**src/rtl/sbox_pkg.sv**
```systemverilog
`timescale 1ns/1ps
package sbox_pkg;

  localparam int unsigned BYTE_W    = 8;
  localparam int unsigned NIB_W     = BYTE_W / 2;
  localparam int unsigned DIB_W     = NIB_W / 2;
  localparam int unsigned N_STAGES  = 4;
  localparam logic [BYTE_W-1:0] AFF_C = 8'h63;

  typedef logic [DIB_W-1:0]  gf4_t;
  typedef logic [NIB_W-1:0]  gf16_t;
  typedef logic [BYTE_W-1:0] gf256_t;

  // GF(2^2) product, modulus x^2+x+1, three-AND form
  function automatic gf4_t gf4_mul(gf4_t q, gf4_t w);
    gf4_t k;
    k[1] = ((q[1] ^ q[0]) & (w[1] ^ w[0])) ^ (q[0] & w[0]);
    k[0] = (q[1] & w[1]) ^ (q[0] & w[0]);
    return k;
  endfunction

  // scale by phi = 2'b10
  function automatic gf4_t gf4_mul_phi(gf4_t q);
    return {q[1] ^ q[0], q[1]};
  endfunction

  function automatic gf16_t gf16_sq(gf16_t q);
    return {q[3], q[3] ^ q[2], q[2] ^ q[1], q[3] ^ q[1] ^ q[0]};
  endfunction

  // scale by lambda = 4'b1100
  function automatic gf16_t gf16_mul_lambda(gf16_t q);
    return {q[2] ^ q[0], q[3] ^ q[2] ^ q[1] ^ q[0], q[3], q[2]};
  endfunction

  function automatic gf256_t aes_affine(gf256_t b);
    gf256_t s;
    for (int i = 0; i < BYTE_W; i++) begin
      s[i] = b[i] ^ b[(i+4)%BYTE_W] ^ b[(i+5)%BYTE_W] ^ b[(i+6)%BYTE_W]
           ^ b[(i+7)%BYTE_W] ^ AFF_C[i];
    end
    return s;
  endfunction

endpackage

```
**src/rtl/sbox_iso_map.sv**
```systemverilog
`timescale 1ns/1ps
module sbox_iso_map
  import sbox_pkg::*;
#(
  parameter bit TO_STD = 1'b0  // 0: standard -> tower, 1: tower -> standard
) (
  input  gf256_t q_i,
  output gf256_t a_o
);
  generate
    if (!TO_STD) begin : g_fwd
      assign a_o[7] = q_i[7] ^ q_i[5];
      assign a_o[6] = q_i[7] ^ q_i[6] ^ q_i[4] ^ q_i[3] ^ q_i[2] ^ q_i[1];
      assign a_o[5] = q_i[7] ^ q_i[5] ^ q_i[3] ^ q_i[2];
      assign a_o[4] = q_i[7] ^ q_i[5] ^ q_i[3] ^ q_i[2] ^ q_i[1];
      assign a_o[3] = q_i[7] ^ q_i[6] ^ q_i[2] ^ q_i[1];
      assign a_o[2] = q_i[7] ^ q_i[4] ^ q_i[3] ^ q_i[2] ^ q_i[1];
      assign a_o[1] = q_i[6] ^ q_i[4] ^ q_i[1];
      assign a_o[0] = q_i[6] ^ q_i[1] ^ q_i[0];
    end else begin : g_bwd
      assign a_o[7] = q_i[7] ^ q_i[6] ^ q_i[5] ^ q_i[1];
      assign a_o[6] = q_i[6] ^ q_i[2];
      assign a_o[5] = q_i[6] ^ q_i[5] ^ q_i[1];
      assign a_o[4] = q_i[6] ^ q_i[5] ^ q_i[4] ^ q_i[2] ^ q_i[1];
      assign a_o[3] = q_i[5] ^ q_i[4] ^ q_i[3] ^ q_i[2] ^ q_i[1];
      assign a_o[2] = q_i[7] ^ q_i[4] ^ q_i[3] ^ q_i[2] ^ q_i[1];
      assign a_o[1] = q_i[5] ^ q_i[4];
      assign a_o[0] = q_i[6] ^ q_i[5] ^ q_i[4] ^ q_i[2] ^ q_i[0];
    end
  endgenerate
endmodule

```
**src/rtl/sbox_gf16_mul.sv**
```systemverilog
`timescale 1ns/1ps
module sbox_gf16_mul
  import sbox_pkg::*;
(
  input  gf16_t a_i,
  input  gf16_t b_i,
  output gf16_t p_o
);
  gf4_t hh, ll, mid;

  // Karatsuba split: three dibit products
  assign hh  = gf4_mul(a_i[3:2], b_i[3:2]);
  assign ll  = gf4_mul(a_i[1:0], b_i[1:0]);
  assign mid = gf4_mul(a_i[3:2] ^ a_i[1:0], b_i[3:2] ^ b_i[1:0]);

  assign p_o = {mid ^ ll, gf4_mul_phi(hh) ^ ll};
endmodule

```
**src/rtl/sbox_gf16_inv.sv**
```systemverilog
`timescale 1ns/1ps
module sbox_gf16_inv
  import sbox_pkg::*;
(
  input  gf16_t q_i,
  output gf16_t inv_o
);
  logic q3, q2, q1, q0;
  logic t321, t320, t310, t30, t31, t21, t20, t210;

  assign {q3, q2, q1, q0} = q_i;

  assign t321 = q3 & q2 & q1;
  assign t320 = q3 & q2 & q0;
  assign t310 = q3 & q1 & q0;
  assign t210 = q2 & q1 & q0;
  assign t30  = q3 & q0;
  assign t31  = q3 & q1;
  assign t21  = q2 & q1;
  assign t20  = q2 & q0;

  assign inv_o[3] = q3 ^ t321 ^ t30 ^ q2;
  assign inv_o[2] = t321 ^ t320 ^ t30 ^ q2 ^ t21;
  assign inv_o[1] = q3 ^ t321 ^ t310 ^ q2 ^ t20 ^ q1;
  assign inv_o[0] = t321 ^ t320 ^ t31 ^ t310 ^ t30 ^ q2 ^ t21 ^ t210 ^ q1 ^ q0;
endmodule

```
**src/rtl/sbox_pipe.sv**
```systemverilog
`timescale 1ns/1ps
module sbox_pipe
  import sbox_pkg::*;
(
  input  logic       clk_i,
  input  logic       rst_ni,
  input  logic       valid_i,
  input  logic [7:0] data_i,
  output logic       valid_o,
  output logic [7:0] data_o
);
  logic [N_STAGES-1:0] vld_q;

  // stage 1: basis change
  gf256_t iso;
  gf16_t  s1_hi_q, s1_lo_q;

  // stage 2: determinant d = lambda*hi^2 + lo*(hi+lo)
  gf16_t  s1_sum, s1_prod, s1_det;
  gf16_t  s2_det_q, s2_hi_q, s2_sum_q;

  // stage 3: nibble inverse
  gf16_t  s2_inv;
  gf16_t  s3_inv_q, s3_hi_q, s3_sum_q;

  // stage 4: products, back-mapping, affine
  gf16_t  s3_out_hi, s3_out_lo;
  gf256_t s3_std;
  gf256_t out_q;

  always_ff @(posedge clk_i or negedge rst_ni) begin
    if (!rst_ni) vld_q <= '0;
    else         vld_q <= {vld_q[N_STAGES-2:0], valid_i};
  end

  sbox_iso_map #(.TO_STD(1'b0)) u_map_in (.q_i(data_i), .a_o(iso));

  always_ff @(posedge clk_i or negedge rst_ni) begin
    if (!rst_ni) begin
      s1_hi_q <= '0;
      s1_lo_q <= '0;
    end else if (valid_i) begin
      s1_hi_q <= iso[7:4];
      s1_lo_q <= iso[3:0];
    end
  end

  assign s1_sum = s1_hi_q ^ s1_lo_q;

  sbox_gf16_mul u_mul_det (.a_i(s1_lo_q), .b_i(s1_sum), .p_o(s1_prod));

  assign s1_det = gf16_mul_lambda(gf16_sq(s1_hi_q)) ^ s1_prod;

  always_ff @(posedge clk_i or negedge rst_ni) begin
    if (!rst_ni) begin
      s2_det_q <= '0;
      s2_hi_q  <= '0;
      s2_sum_q <= '0;
    end else if (vld_q[0]) begin
      s2_det_q <= s1_det;
      s2_hi_q  <= s1_hi_q;
      s2_sum_q <= s1_sum;
    end
  end

  sbox_gf16_inv u_inv (.q_i(s2_det_q), .inv_o(s2_inv));

  always_ff @(posedge clk_i or negedge rst_ni) begin
    if (!rst_ni) begin
      s3_inv_q <= '0;
      s3_hi_q  <= '0;
      s3_sum_q <= '0;
    end else if (vld_q[1]) begin
      s3_inv_q <= s2_inv;
      s3_hi_q  <= s2_hi_q;
      s3_sum_q <= s2_sum_q;
    end
  end

  sbox_gf16_mul u_mul_hi (.a_i(s3_hi_q),  .b_i(s3_inv_q), .p_o(s3_out_hi));
  sbox_gf16_mul u_mul_lo (.a_i(s3_sum_q), .b_i(s3_inv_q), .p_o(s3_out_lo));

  sbox_iso_map #(.TO_STD(1'b1)) u_map_out (.q_i({s3_out_hi, s3_out_lo}), .a_o(s3_std));

  always_ff @(posedge clk_i or negedge rst_ni) begin
    if (!rst_ni)       out_q <= '0;
    else if (vld_q[2]) out_q <= aes_affine(s3_std);
  end

  assign valid_o = vld_q[N_STAGES-1];
  assign data_o  = out_q;
endmodule

```
**config.mk**
```make
export PLATFORM = sky130hd
export DESIGN_NAME = sbox_pipe
export DESIGN_NICKNAME = d
export VERILOG_FILES = /design/src/rtl/sbox_pkg.sv /design/src/rtl/sbox_iso_map.sv /design/src/rtl/sbox_gf16_mul.sv /design/src/rtl/sbox_gf16_inv.sv /design/src/rtl/sbox_pipe.sv
export SDC_FILE = /design/constraint.sdc
export NUM_CORES = 1
export LEC_CHECK = 0
export ABC_AREA = 0
export BUFFER_PORTS_ARGS = -buffer_cell sky130_fd_sc_hd__buf_2
export CAP_MARGIN = 20
export CORE_AREA = 2 2 73 75
export CTS_BUF_LIST = sky130_fd_sc_hd__clkbuf_2 sky130_fd_sc_hd__clkbuf_4 sky130_fd_sc_hd__clkbuf_8
export CTS_CLUSTER_SIZE = 40
export DETAILED_ROUTE_END_ITERATION = 8
export DIE_AREA = 0 0 75 77
export GPL_TIMING_DRIVEN = 0
export PLACE_DENSITY = 0.83
export SLEW_MARGIN = 40
export SYNTH_ARGS = -nofsm -noshare
export SYNTH_HDL_FRONTEND = slang
export SYNTH_SLANG_ARGS = --single-unit
```
**constraint.sdc**
```tcl
create_clock -name clk_i -period 4.8 [get_ports clk_i]
set_input_delay 0.48 -clock clk_i [delete_from_list [all_inputs] [get_ports clk_i]]
set_output_delay 0.48 -clock clk_i [all_outputs]
set_load 0.1 [all_outputs]
```
==> summary.txt, run 1 <==
Floorplanning
  – Row Count: 26
  – Initial core utilization: 0.6325
  – Die footprint: 5775 um2
  – Die W: 75 um
  – Boundary Pins: 20
  – Core area: 4977 um2
  – Die height: 77 um

Setup path
  – WP data arrival: 2.88 ns
  – Slowest-stage cell, CP: xnor3_1
  – Critical Path Start Type: flop
  – CP Capture Type: flop
  – CP bufs+invs: 1
  – Crit path top cell by count: xnor3_1
  – Cell Chain, Critical Path: buf_6 -> xnor2_1 -> a2bb2oi_1 -> o22ai_1 -> a211oi_1 -> xnor3_1 -> xnor3_1 -> mux2_4
  – CP required: 4.99 ns
  – Critical path's largest stage delay: 0.49 ns
  – Top delay family on crit path: XOR/XNOR gates
  – Crit Path Class: reg -> reg
  – CP Max Fanout: 10

Timing
  – Max Freq: 0.3710 GHz
  – Worst-Margin Slew: 0.5378 ns
  – Unrepaired setup endpoints after global routing: false
  – Final Cycle Share: 0.5616
  – Clock Skew: 0.008493 ns
  – Hold Vio Cnt, Final: 0
  – Fin. max-slew vios: 0
  – Worst rel slew slack: 0.6415
  – Tmin final: 2.696 ns
  – Final setup vio count: 0
  – Setup TNS: 0 ns

Clock tree
  – Clk buf depth: 2
  – Post CTS Setup Buffer Count: 0
  – TritonCTS buffer count: 5
  – Clock latency on the worst-skew pair: 0.30 ns
  – Clk root buf: clkbuf_8
  – Post-CTS resize count: 0
  – H-tree Lvls: 2
  – CTS Hold Buffers Added: 0
  – TritonCTS clock tree: yes
  – Clock sinks: 44
  – Clock transition at path regs: 0.09 ns

Logic synthesis
  – Dominant synthesized flop cell: dfrtp_1
  – Synth area leaders: dfrtp_1 35%, xnor2_1 14%, mux2_2 8.2%
  – Async set-or-reset flop fraction in the synthesized netlist: 1.000
  – Yosys cell types: 52
  – Post-synth top cells: 52 x xnor2_1, 44 x dfrtp_1, 23 x mux2_2
  – Mapped Cells: 305
  – Mapped cell area: 3148 um2
  – Syn_nets: 320
  – EDFF count, synth: 0
  – Yosys top cell by area: dfrtp_1
  – Most frequent cell after synthesis: xnor2_1
  – YS warnings: 0
  – Synth Area per Inst: 10.32 um2
  – Register bit count reported by yosys: 44
  – Top-area cell type share of the netlist area: 0.3498
  – Sequential-to-total area share from yosys stat: 0.3498

Drt
  – Wire length per cell: 14.11 um
  – Drt total wl: 5673 um
  – Residual DRC: 0
  – Total number of vias: 2,181
  – Post-route ant nets: 0
  – 1st-pass router iterations: 4
  – DRC marker count from the first detailed-route iteration: 126
  – Post-DR vias/cell: 5.425

Layout
  – Layout area overhead: 9.579%
  – Footprint of the multi-input gates: 1856 um2
  – Layout cell share with drive strength beyond 1: 0.2319
  – Filler cell count: 372
  – NumNets Final: 346
  – FF+latch area: 1101 um2
  – Diodes inserted: 0

Place
  – GP Congestion: 0.8622
  – Post-DP HPWL: 4217 um
  – Port Buffers: 19

Global routing
  – Largest net degree at the start of global routing: 45
  – GRT Overall Usage: 0.2200
  – First-pass GRT wire length: 9715 um
  – Grt ovf: 0
  – Initial antenna violation count: 0
  – Number of global-route vias before repair: 2,115

Hold path
  – HP Class: in -> async

Run
  – MaxCap Viol Count: 0

Outcome
  – Outcome: complete, no violations
cell families after synthesis:
kind of cell | count (synthesis) | share of synthesized area
AOI/OAI and AO/OA | 50 | 0.1173
DFF | 44 | 0.3498
and+or+nand+nor | 69 | 0.1133
adders and majority gates | 4 | 0.01590
muxes | 32 | 0.1145
xor gates and xnor gates | 73 | 0.2285
buffers and inverters | 33 | 0.06081
registers in the layout, summed over array words and instances (netlist names):
signal,count
data_o,8
s1_hi_q,4
s1_lo_q,4
s2_det_q,4
s2_hi_q,4
s2_sum_q,4
s3_hi_q,4
s3_inv_q,4
s3_sum_q,4
vld_q,4
worst reg2reg max path: stages (launching register included):
cell       delay (ns)
dfrtp_1          0.39
buf_6            0.14
xnor2_1          0.32
a2bb2oi_1        0.18
o22ai_1          0.10
a211oi_1         0.31
xnor3_1          0.49
xnor3_1          0.38
mux2_4           0.27
layout make-up:
class,count,area share
buffer,21,0.04244
clock buffer,5,0.01995
clock inverter,3,0.01378
inverter,12,0.01306
multi-input combinational,228,0.5379
sequential,44,0.3192
tap,70,0.02539
timing repair buffer,19,0.02829
layout by cell type, fill, tap and decap left out, types with 5 or more instances in the layout:
| cell | count |
|---|---|
| xnor2_1 | 52 |
| dfrtp_1 | 44 |
| mux2_2 | 23 |
| nor2_1 | 21 |
| buf_2 | 21 |
| a21oi_1 | 18 |
| nand2_1 | 18 |
| inv_1 | 12 |
| xor2_1 | 12 |
| clkbuf_1 | 9 |
| o21ai_0 | 9 |
| buf_6 | 8 |
| mux2i_1 | 6 |
| nand2b_1 | 5 |
| xnor2_2 | 5 |
| clkbuf_8 | 5 |
through the flow:
step	area (um2)	setup slack (ns)	utilization	instances	hold WS, ns
after floorplan	3148	2.369	-	305	0.1844
after global placement	3331	2.131	0.6692	394	0.3554
after detailed placement	3333	2.115	0.6697	394	0.3593
after CTS	3450	2.102	0.6931	402	0.1794
after global routing	3450	1.955	0.6931	402	0.2157
final	3450	2.104	0.6931	402	0.1624
path summary, 6_finish.rpt:
kind,startpoint,endpoint,slack (ns),cells after the start
hold reg to reg,vld_q[0]$_DFF_PN0_,vld_q[1]$_DFF_PN0_,0.38,0
hold / removal,rst_ni,s1_lo_q[0]$_DFFE_PN0P_,0.16,1
min in group clk_i,valid_i,vld_q[0]$_DFF_PN0_,0.36,1
max in group asynchronous,rst_ni,s3_inv_q[1]$_DFFE_PN0P_,4.28,1
setup reg to reg,s3_sum_q[0]$_DFFE_PN0P_,data_o[6]$_DFFE_PN0P_,2.10,8
setup / recovery,s3_sum_q[0]$_DFFE_PN0P_,data_o[6]$_DFFE_PN0P_,2.10,8
routing by layer:
layer,wire [um],track usage,vias up
li1,-,-,1090
met4,95,0.06964,0
met3,160,0.03548,9
met5,0,0,-
met1,2474,0.2674,1050
met2,2943,0.3877,32
Power of run 1 is left out: the tool's default activity adds up to more than one toggle a clock period on the data nets, which glitch-free logic cannot reach.
==> run 2: changes to the inputs <==
Settings changed: CORE_AREA 2 2 73 75 to 2 2 78 80, DIE_AREA 0 0 75 77 to 0 0 80 82, PLACE_DENSITY 0.83 to 0.76.
Clock period 4.8 ns to 2.23 ns, I/O delays scaled along.
==> run 2 against run 1 <==
  * The run now ends with negative setup slack left
  * Critical endpoint unchanged
  * Hold slack got worse by 0.071 ns
  * First-iteration DRC count up 29%
  * Via count increased by 4.3%
  * Design area rose by 9.5%
  * Register-to-register slack got worse by 2.4 ns
  * Critical path type unchanged
  * Clock-buffer cell count grew 1
  * Routed wire length is 17% higher
  * Largest cell class unchanged
  * Critical path depth grew 1
  * Highest routed layer unchanged
==> summary.txt, run 2 (same netlist as run 1, synthesis figures left out) <==
Setup path
  – Top delay family on crit path: XOR/XNOR gates (unchanged)
  – CP Capture Type: flop (unchanged)
  – R2r endpoint: data_o[6]$_DFFE_PN0P_ (unchanged)
  – CP bufs+invs: 2 (was 1)
  – Slowest-stage cell, CP: xnor3_1 (unchanged)
  – R2R Setup Slk: -0.26 ns (was 2.10 ns)
  – Cell Chain, Critical Path: buf_6 -> buf_12 -> or3b_4 -> o21ai_2 -> a22oi_2 -> xnor2_2 -> xor2_1 -> xnor3_1 -> mux2_4 (was buf_6 -> xnor2_1 -> a2bb2oi_1 -> o22ai_1 -> a211oi_1 -> xnor3_1 -> xnor3_1 -> mux2_4)
  – CP Max Fanout: 6 (was 10)
  – Reg-to-Reg Start: s3_inv_q[1]$_DFFE_PN0P_ (was s3_sum_q[0]$_DFFE_PN0P_)
  – CP required: 2.41 ns (was 4.99 ns)
  – Critical Path Start Type: flop (unchanged)
  – R2r worst-path depth: 9 (was 8)
  – WP data arrival: 2.67 ns (was 2.88 ns)
  – Critical path's largest stage delay: 0.44 ns (was 0.49 ns)
  – Crit Path Class: reg -> reg (unchanged)

Floorplanning
  – Core area: 5746 um2 (was 4977 um2)
  – Die footprint: 6560 um2 (was 5775 um2)
  – Boundary Pins: 20 (unchanged)
  – Die W: 80 um (was 75 um)
  – Row Count: 28 (was 26)
  – Die height: 82 um (was 77 um)
  – Initial core utilization: 0.5479 (was 0.6325)

Hold path
  – Hold path depth: 1
  – HP Class: in -> reg (was in -> async)
  – Hold path endpoint: vld_q[0]$_DFF_PN0_
  – HP Start: valid_i

Clock tree
  – Clock transition at path regs: 0.09 ns (about the same)
  – Clk root buf: clkbuf_8 (unchanged)
  – Clk buf depth: 2 (unchanged)
  – Clock sinks: 44 (unchanged)
  – TritonCTS clock tree: yes (unchanged)
  – Clock latency on the worst-skew pair: 0.30 ns (about the same)
  – TritonCTS buffer count: 5 (unchanged)
  – H-tree Lvls: 2 (unchanged)

Place
  – Post-DP HPWL: 4472 um (was 4217 um)
  – Cell total after placement: 399 (was 394)
  – GP Congestion: 0.7880 (was 0.8622)
  – Port Buffers: 19 (unchanged)
  – Setup Slack @ Placement: -0.3865 ns (was 2.115 ns)

Layout
  – Non-filler instance count after layout: 422 (was 402)
  – Footprint of the multi-input gates: 2026 um2 (was 1856 um2)
  – NumNets Final: 361 (was 346)
  – Layout area overhead: 19.95% (was 9.579%)
  – Number of flip-flops in the largest register: 8 (unchanged)
  – Most frequent cells in the layout: 41 x xnor2_1, 40 x dfrtp_1, 22 x buf_2 (was 52 x xnor2_1, 44 x dfrtp_1, 23 x mux2_2)
  – FF+latch area: 1106 um2 (was 1101 um2)
  – Diodes inserted: 0 (unchanged)
  – Commonest non-fill, non-tap cell in the layout: xnor2_1 (unchanged)
  – Filler cell count: 442 (was 372)
  – Layout cell share with drive strength beyond 1: 0.3314 (was 0.2319)

Global routing
  – First-pass GRT wire length: 10,740 um (was 9715 um)
  – Initial antenna violation count: 0 (unchanged)
  – GRT Overall Usage: 0.2113 (was 0.2200)
  – Largest net degree at the start of global routing: 45 (unchanged)
  – Grt ovf: 0 (unchanged)
  – Number of global-route vias before repair: 2,314 (was 2,115)

Run
  – MaxCap Viol Count: 0 (unchanged)

Timing
  – Worst-Margin Slew: 0.5649 ns (was 0.5378 ns)
  – Max Freq: 0.4017 GHz (was 0.3710 GHz)
  – Tmin final: 2.490 ns (was 2.696 ns)
  – Worst rel slew slack: 0.6234 (was 0.6415)
  – Final Cycle Share: 1.116 (was 0.5616)
  – Final setup margin: -0.2596 ns (was 2.104 ns)
  – Hold Vio Cnt, Final: 0 (unchanged)
  – Fin. max-slew vios: 0 (unchanged)
  – Unrepaired setup endpoints after global routing: true (was false)
  – Clock Skew: 0.01154 ns (was 0.008493 ns)
  – Final setup vio count: 4 (was 0)

Drt
  – Drt total wl: 6612 um (was 5673 um)
  – Post-route ant nets: 0 (unchanged)
  – Wire length per cell: 15.67 um (was 14.11 um)
  – 1st-pass router iterations: 4 (unchanged)
  – Total number of vias: 2,274 (was 2,181)
  – Post-DR vias/cell: 5.389 (was 5.425)
  – DRC marker count from the first detailed-route iteration: 163 (was 126)
  – Residual DRC: 0 (unchanged)

Outcome
  – Outcome: finished with violations (was complete, no violations)
  – Failing checks: negative setup slack
-- run 2: cell count changes in the layout (fill, tap and decap cells not counted), moves of 4 or more --
cell / change
dfrtp_2: +4
xnor2_1: -11
xnor2_2: +8
dfrtp_1: -4
buf_4: +10
-- run 2: final cells by class --
cell class | instances | share of cell area
repair buffers | 35 | 0.06163
inverters | 12 | 0.01193
clock buffers | 6 | 0.02187
multi-input cells | 228 | 0.5364
flip-flops and latches | 44 | 0.2929
clock inverters | 2 | 0.01027
plain buffers | 20 | 0.04009
well taps | 75 | 0.02485
-- run 2: per-layer routing --
layer	vias up	GRT usage	part of all wire
met3	11	0.02967	0.028
met2	45	0.4175	0.58
met4	0	0.07119	0.013
met5	-	0	0
li1	1108	-	-
met1	1110	0.2293	0.38
-- run 2: how the worst max path moves through the flow --
| stage | from | endpoint | slack [ns] | cells after the start |
|---|---|---|---|---|
| after floorplan | s3_hi_q[3]$_DFFE_PN0P_ | data_o[6]$_DFFE_PN0P_ | -0.10 | 8 |
| after global placement | s3_inv_q[0]$_DFFE_PN0P_ | data_o[6]$_DFFE_PN0P_ | -0.39 | 8 |
| after detailed placement | s3_inv_q[0]$_DFFE_PN0P_ | data_o[6]$_DFFE_PN0P_ | -0.39 | 8 |
| after CTS | s3_inv_q[1]$_DFFE_PN0P_ | data_o[6]$_DFFE_PN0P_ | -0.21 | 9 |
| after global routing | s3_inv_q[1]$_DFFE_PN0P_ | data_o[6]$_DFFE_PN0P_ | -0.32 | 9 |
| final | s3_inv_q[1]$_DFFE_PN0P_ | data_o[6]$_DFFE_PN0P_ | -0.26 | 9 |
-- run 2: stage by stage --
stage	hold WS (ns)	setup TNS (ns)	util	area, um2
2_1_floorplan	-0.07259	-0.1023	-	3163
3_3_place_gp	0.3618	-0.7011	0.5834	3352
3_5_place_dp	0.2489	-0.8896	0.5838	3354
4_1_cts	0.08731	-0.2944	0.6470	3717
5_1_grt	0.07991	-0.8834	0.6572	3776
6_report	0.09118	-0.5677	0.6572	3776
-- run 2: what timing repair did --
| item | 4_1_cts | 5_1_grt |
|---|---|---|
| gates cloned | 1 | 0 |
| pin swaps | 11 | 3 |
| setup endpoints to repair | 4 | 6 |
| buffers inserted | 12 | 2 |
| endpoints found under the hold margin | 44 | 0 |
| hold buffers | 1 | 0 |
| resized for setup | 24 | 11 |
Power of run 2 is left out for the same reason.
